[config.mk]
export PLATFORM = sky130hd
export DESIGN_NAME = tgt_addr_unit
export DESIGN_NICKNAME = d
export VERILOG_FILES = /design/src/rtl/oa_pkg.sv /design/src/rtl/oa_decode.sv /design/src/rtl/oa_target.sv /design/src/rtl/tgt_addr_unit.sv
export SDC_FILE = /design/constraint.sdc
export NUM_CORES = 1
export LEC_CHECK = 0
export BUFFER_PORTS_ARGS = -buffer_cell sky130_fd_sc_hd__buf_4
export CORE_MARGIN = 1
export CORE_UTILIZATION = 56
export DETAILED_ROUTE_END_ITERATION = 12
export PLACE_DENSITY_LB_ADDON = 0.2
export SYNTH_ARGS = -nofsm -noshare
export SYNTH_HDL_FRONTEND = slang
export SYNTH_SLANG_ARGS = --single-unit
export TNS_END_PERCENT = 1
[constraint.sdc]
create_clock -name clk -period 6.4 [get_ports clk]
set_clock_uncertainty 0.1 [all_clocks]
set_input_delay 0.96 -clock clk [delete_from_list [all_inputs] [get_ports clk]]
set_output_delay 0.96 -clock clk [all_outputs]
set_load 0.1 [all_outputs]
[src/rtl/oa_pkg.sv]
// Shared types and the short-format opcode table for the operand address unit.
// Assumes the instruction layout with the opcode in the top six bits of byte 0.
package oa_pkg;
    localparam int DISP_W = 12;
    localparam int LEG_W  = 15;
    localparam int FAR_W  = 20;

    typedef enum logic [1:0] {FMT_1B = 2'd0, FMT_2B = 2'd1, FMT_3B = 2'd2, FMT_4B = 2'd3} fmt_e;
    typedef enum logic [1:0] {MODE_NONE = 2'b00, MODE_IMM = 2'b01, MODE_PTR = 2'b10, MODE_PLAIN = 2'b11} mode_e;
    typedef enum logic [2:0] {S_IDLE, S_DEC, S_RD1, S_WT1, S_RD2, S_WT2} state_e;

    // Classify an opcode: short forms return their length, memory forms FMT_3B.
    function automatic fmt_e short_fmt(input logic [5:0] top);
        if ((top >= 6'h30 && top <= 6'h32) || (top >= 6'h3C && top <= 6'h3E))
            return FMT_1B;
        else if (top >= 6'h24 && top <= 6'h2E)
            return FMT_2B;
        else
            return FMT_3B;
    endfunction
endpackage

[src/rtl/oa_decode.sv]
// Field decoder: splits the captured instruction into format, mode, addressing
// selects, displacement fields and the illegal-combination flag. Purely combinational.
module oa_decode
    import oa_pkg::*;
#(
    parameter int AW = 20
) (
    input  logic [31:0]       instr,
    output fmt_e              fmt,
    output mode_e             mode,
    output logic              is_mem,
    output logic              legacy,
    output logic              idx,
    output logic              use_base,
    output logic              use_pc,
    output logic [DISP_W-1:0] disp,
    output logic [AW-1:0]     far_addr,
    output logic [LEG_W-1:0]  leg_addr,
    output logic              illegal
);
    logic       n_bit, i_bit, far_sel;
    logic [7:0] b1;
    fmt_e       sf;

    // Pull the flag bits and address fields out of the instruction.
    always_comb begin
        n_bit    = instr[25];
        i_bit    = instr[24];
        b1       = instr[23:16];
        sf       = short_fmt(instr[31:26]);
        is_mem   = (sf == FMT_3B);
        legacy   = is_mem && !n_bit && !i_bit;
        idx      = is_mem && b1[7];
        use_base = is_mem && !legacy && b1[6];
        use_pc   = is_mem && !legacy && b1[5];
        far_sel  = is_mem && !legacy && b1[4];
        disp     = {b1[3:0], instr[15:8]};
        far_addr = AW'({b1[3:0], instr[15:0]});
        leg_addr = {b1[6:0], instr[15:8]};
    end

    // Resolve length, operand mode and illegal combinations.
    always_comb begin
        if (!is_mem)      fmt = sf;
        else if (far_sel) fmt = FMT_4B;
        else              fmt = FMT_3B;

        if (!is_mem)     mode = MODE_NONE;
        else if (legacy) mode = MODE_PLAIN;
        else             mode = mode_e'({n_bit, i_bit});

        illegal = is_mem && ((use_base && use_pc)
                          || (far_sel && (use_base || use_pc))
                          || (idx && !legacy && (n_bit ^ i_bit)));
    end
endmodule

[src/rtl/oa_target.sv]
// Target address adder: picks base-relative, PC-relative, direct or legacy
// addressing and adds the index. Wraps modulo 2^AW. Assumes AW >= 20.
module oa_target
    import oa_pkg::*;
#(
    parameter int AW = 20
) (
    input  fmt_e              fmt,
    input  logic              legacy,
    input  logic              idx,
    input  logic              use_base,
    input  logic              use_pc,
    input  logic [DISP_W-1:0] disp,
    input  logic [AW-1:0]     far_addr,
    input  logic [LEG_W-1:0]  leg_addr,
    input  logic [AW-1:0]     instr_addr,
    input  logic [AW-1:0]     base,
    input  logic [AW-1:0]     index,
    output logic [AW-1:0]     ta
);
    localparam int EXT_W = AW - DISP_W;

    logic [AW-1:0] next_pc, disp_u, disp_s, pre;

    // Form the next-instruction address and both displacement extensions.
    always_comb begin
        next_pc = instr_addr + ((fmt == FMT_4B) ? AW'(4) : AW'(3));
        disp_u  = {{EXT_W{1'b0}}, disp};
        disp_s  = {{EXT_W{disp[DISP_W-1]}}, disp};
    end

    // Select the addressing base and apply the optional index.
    always_comb begin
        if (legacy)        pre = AW'(leg_addr);
        else if (use_base) pre = base + disp_u;
        else if (use_pc)   pre = next_pc + disp_s;
        else if (fmt == FMT_4B) pre = far_addr;
        else               pre = disp_u;
        ta = pre + (idx ? index : '0);
    end
endmodule

[src/rtl/tgt_addr_unit.sv]
// Operand address and fetch unit. Captures an instruction on start_i, decodes it,
// computes the target address and fetches zero, one or two memory words.
// Assumes start_i only while idle and memory data one cycle after each read.
module tgt_addr_unit
    import oa_pkg::*;
#(
    parameter int AW = 20,
    parameter int WW = 24
) (
    input  logic          clk,
    input  logic          rst_n,
    input  logic          start_i,
    input  logic [31:0]   instr_i,
    input  logic [AW-1:0] instr_addr_i,
    input  logic [AW-1:0] base_i,
    input  logic [AW-1:0] index_i,
    output logic          mem_rd_en_o,
    output logic [AW-1:0] mem_addr_o,
    input  logic [WW-1:0] mem_rdata_i,
    output logic          busy_o,
    output logic          done_o,
    output logic [1:0]    fmt_o,
    output logic [1:0]    mode_o,
    output logic          illegal_o,
    output logic [AW-1:0] target_o,
    output logic [WW-1:0] operand_o
);
    localparam int PAD_W = WW - AW;

    state_e            st;
    logic [31:0]       instr_q;
    logic [AW-1:0]     pc_q, base_q, index_q, addr_q, ta;
    fmt_e              d_fmt;
    mode_e             d_mode;
    logic              d_mem, d_leg, d_idx, d_base, d_pc, d_ill;
    logic [DISP_W-1:0] d_disp;
    logic [AW-1:0]     d_far;
    logic [LEG_W-1:0]  d_leg_addr;

    oa_decode #(.AW(AW)) i_dec (
        .instr(instr_q), .fmt(d_fmt), .mode(d_mode), .is_mem(d_mem), .legacy(d_leg),
        .idx(d_idx), .use_base(d_base), .use_pc(d_pc), .disp(d_disp),
        .far_addr(d_far), .leg_addr(d_leg_addr), .illegal(d_ill)
    );

    oa_target #(.AW(AW)) i_tgt (
        .fmt(d_fmt), .legacy(d_leg), .idx(d_idx), .use_base(d_base), .use_pc(d_pc),
        .disp(d_disp), .far_addr(d_far), .leg_addr(d_leg_addr),
        .instr_addr(pc_q), .base(base_q), .index(index_q), .ta(ta)
    );

    // Drive the read port and busy flag from the sequencer state.
    always_comb begin
        mem_rd_en_o = (st == S_RD1) || (st == S_RD2);
        mem_addr_o  = addr_q;
        busy_o      = (st != S_IDLE);
    end

    // Sequencer: capture, decode, then zero, one or two reads.
    always_ff @(posedge clk) begin
        if (!rst_n) begin
            st        <= S_IDLE;
            instr_q   <= '0;
            pc_q      <= '0;
            base_q    <= '0;
            index_q   <= '0;
            addr_q    <= '0;
            done_o    <= 1'b0;
            fmt_o     <= FMT_1B;
            mode_o    <= MODE_NONE;
            illegal_o <= 1'b0;
            target_o  <= '0;
            operand_o <= '0;
        end else begin
            done_o <= 1'b0;
            case (st)
                S_IDLE: begin
                    if (start_i) begin
                        instr_q <= instr_i;
                        pc_q    <= instr_addr_i;
                        base_q  <= base_i;
                        index_q <= index_i;
                        st      <= S_DEC;
                    end
                end
                S_DEC: begin
                    fmt_o     <= d_fmt;
                    mode_o    <= d_mode;
                    illegal_o <= d_ill;
                    target_o  <= (d_mem && !d_ill) ? ta : '0;
                    operand_o <= '0;
                    if (!d_mem || d_ill) begin
                        done_o <= 1'b1;
                        st     <= S_IDLE;
                    end else if (d_mode == MODE_IMM) begin
                        operand_o <= {{PAD_W{1'b0}}, ta};
                        done_o    <= 1'b1;
                        st        <= S_IDLE;
                    end else begin
                        addr_q <= ta;
                        st     <= S_RD1;
                    end
                end
                S_RD1: st <= S_WT1;
                S_WT1: begin
                    if (mode_o == MODE_PTR) begin
                        addr_q <= mem_rdata_i[AW-1:0];
                        st     <= S_RD2;
                    end else begin
                        operand_o <= mem_rdata_i;
                        done_o    <= 1'b1;
                        st        <= S_IDLE;
                    end
                end
                S_RD2: st <= S_WT2;
                S_WT2: begin
                    operand_o <= mem_rdata_i;
                    done_o    <= 1'b1;
                    st        <= S_IDLE;
                end
                default: st <= S_IDLE;
            endcase
        end
    end
endmodule

==> metrics.md <==
| Metric | Value |
|---|---|
| Count of cell types in the netlist | 67 |
| Leakage | 5.399 nW |
| Crit path DAT | 6180 ps |
| Drt drc | 0 |
| Die area | 0.01762 sq mm |
| Starting Density | 57.51% |
| Clock-pin slew of the registers on the worst-case setup and hold paths | 70 ps |
| CTS buffer count | 17 |
| I/O Pins | 191 |
| Main synth FF type | dfxtp_1 |
| CP Capture Point | operand_o[18] |
| Syn Area/Cell | 7.826 sq um |
| YS warnings | 0 |
| Peak supply drop | 0.0001855 V |
| Slowest stage delay, CP | 530 ps |
| RD Place Congestion | 0.9410 |
| Largest family of logic cells by synthesized area | compound AO/OA/AOI/OAI gates |
| Crit end category | register |
| Share of layout cells above drive strength 1 | 18.75% |
| Die Span Y | 132.7 um |
| Dpl hpwl | 20,130 um |
| Pins Over Slew Limit | 0 |
| Seq. cell area | 0.003303 sq mm |
| CTS tree | built |
| Status | complete, no violations |
| Post-CTS Resized | 0 |
| Xor and xnor area share after synthesis | 4.654% |
| CP most frequent cell | a21oi_1 |
| Rows | 47 |
| Detail Route Antenna Nets | 0 |
| Post-synthesis sequential area ratio | 34.51% |
| Worst r2r path cells | 28 |
| Max cap viols | 0 |
| Syn Nets | 1,413 |
| Chip Width | 132.7 um |
| Pwr Density | 262.4 mW/mm^2 |
| Worst slew pin tran | 933.3 ps |
| R2R Setup Slk | 450 ps |
| Post-synth EDFFs | 0 |
| Fin crit period | 5953 ps |
| CTS H-tree depth | 4 |
| Mux cell area share after synthesis | 2.876% |
| Adder-cell share of the synthesized area | 9.856% |
| First-pass iteration count of the detailed router | 8 |
| Clock latency at the later pin of the worst-skew pair | 440 ps |
| Core area | 0.01664 sq mm |
| WS Path Type | reg -> reg |
| Port-buffer cells | 190 |
| Fmax | 168.0 MHz |
| Crit path from | instr_q[24] |
| Reg-to-Reg End | operand_o[18] |
| Multi-input logic area | 0.005914 sq mm |
| Synth Area in Compound Gates | 24.25% |
| DR iter-0 viols | 783 |
| RR Startpoint | instr_q[24] |
| Relative slew margins | 37.63% |
| GR Util All Layers | 31.28% |
| Fin. Hold Viols | 0 |
| WP data required | 6630 ps |
| Number of nets in the layout | 1,559 |
| Clock Root Buffer | clkbuf_16 |
| RSZ-0062 raised after global routing | false |
| First-pass GRT wire length | 44,030 um |
| DRT Wirelength | 27,270 um |
| CTS sink cnt | 165 |
| Initial antenna violation count | 0 |
| Asr flop ratio synth | 0% |
| Setup violators final | 0 |
| Post-Syn Instances | 1,223 |
| Max Root-Sink Buffers | 2 |
| Fillcell total | 1,391 |
| Hold Crit Class | reg -> reg |
| Mapped Area | 0.009572 sq mm |
| Final setup TNS | 0 ps |
| Vias in the first global route | 8,803 |
| Tot Pwr | 0.003083 W |
| # diodes | 0 |
| Routed WL per cell | 17.03 um |
| Setup bufs post-CTS | 0 |
| Gr ovfl total | 0 |
| Period utilization | 93.01% |
| CP max-delay cell | fa_1 |
| Post-synthesis simple-gate area fraction | 19.75% |
| Avg Vias per Cell | 5.863 |
| Via count | 9,387 |
| Setup crit start kind | register |
| Final Core Density | 70.60% |
| CP max FO | 7 |
| Number of synthesized register bits | 165 |
| Post-CTS Hold Fix Bufs | 0 |
| Largest net degree at the start of global routing | 93 |
| Area growth, synth to finish | 22.75% |
-- worst max-delay path, delay by kind of cell (launching register included) --
| family | cells | cell delay [ps] |
|---|---|---|
| compound gates | 14 | 2350 |
| xor+xnor | 2 | 270 |
| fa+ha+maj | 4 | 1500 |
| buf+inv | 2 | 190 |
| flops | 1 | 340 |
| simple gates | 6 | 1090 |
-- layout make-up --
class / count / share of cell area, %
multi-input combinational: 956 / 50.34
sequential: 165 / 28.11
timing repair buffer: 202 / 12.91
clock buffer: 18 / 3.738
tap: 220 / 2.343
clock inverter: 13 / 1.672
inverter: 27 / 0.8839
-- worst min path at each step --
stage | startpoint | endpoint | depth (start not counted)
2_1_floorplan | index_q[0] | index_q[0] | 2
3_3_place_gp | index_q[13] | index_q[13] | 2
3_5_place_dp | index_q[6] | index_q[6] | 2
4_1_cts | index_q[6] | index_q[6] | 2
5_1_grt | index_q[0] | index_q[0] | 2
6_report | index_q[13] | index_q[13] | 2
-- metrics by stage --
step | setup WS [ps] | hold slack [ps] | std cells | instance area, sq um
after floorplan | 654.2 | 331.9 | 1223 | 9572
after global placement | 531.3 | 338.2 | 1570 | 11080
after detailed placement | 310.6 | 342.5 | 1570 | 11080
after CTS | 277.2 | 351.6 | 1601 | 11720
after global routing | 14.88 | 377.0 | 1601 | 11750
final | 447.4 | 351.8 | 1601 | 11750
-- state kept, by name, summed over array words and instances (netlist names) --
name / cells
base_q: 20
done_o: 1
fmt_o: 2
illegal_o: 1
index_q: 20
instr_q: 32
mem_addr_o: 20
mode_o: 2
operand_o: 24
pc_q: 20
st: 3
target_o: 20
-- kinds of logic (layout without fill, tap and decap cells) --
group	Yosys count	after routing
flip-flops	165	165
AO/OA/AOI/OAI	368	368
multiplexers	27	27
AND/OR/NAND/NOR	439	439
buffers and inverters	102	260
XOR/XNOR	50	50
adder cells (fa/ha/maj)	72	72
-- power breakdown --
group | switching, W | internal, W | total [W]
logic | 0.000550 | 0.000248 | 0.000798
registers | 0.0000629 | 0.00110 | 0.00116
clock network | 0.000453 | 0.000669 | 0.00112
-- synth_stat cells (24+ instances only) --
cell        n  area share (%)
and3_1     24             1.6
a21oi_1   166             8.7
o21ai_0    38             2.0
ha_1       65             8.5
clkbuf_1   66             2.6
inv_1      26             1.0
nand2_1   240             9.4
nor3_1     27             1.4
xor2_1     24             2.2
nor2_1     85             3.3
xnor2_1    25             2.3
dfxtp_1   165              35
-- per-layer routing --
metal  up-vias  track usage (%)  part of all wire [%]
li1       4619                -                     -
met1      4355            39.27                    42
met2       366            52.43                    47
met3        47            7.165                   7.4
met4         0            11.24                   2.7
met5         -                0                     0
-- cell usage in the layout (no fill, tap or decap), types with 16 or more instances in the layout --
cell / n
mux2i_1: 23
inv_1: 26
a221oi_1: 18
nand3_1: 23
a21o_1: 19
a21oi_1: 163
xor2_1: 24
o211ai_1: 16
dfxtp_1: 165
and3_1: 24
xnor2_1: 25
nand2_1: 239
a211oi_1: 16
a22oi_1: 22
nor2_1: 85
buf_4: 202
clkbuf_16: 17
nor3_1: 26
ha_1: 64
o21ai_0: 38
Power figures use the tool's default switching activity.
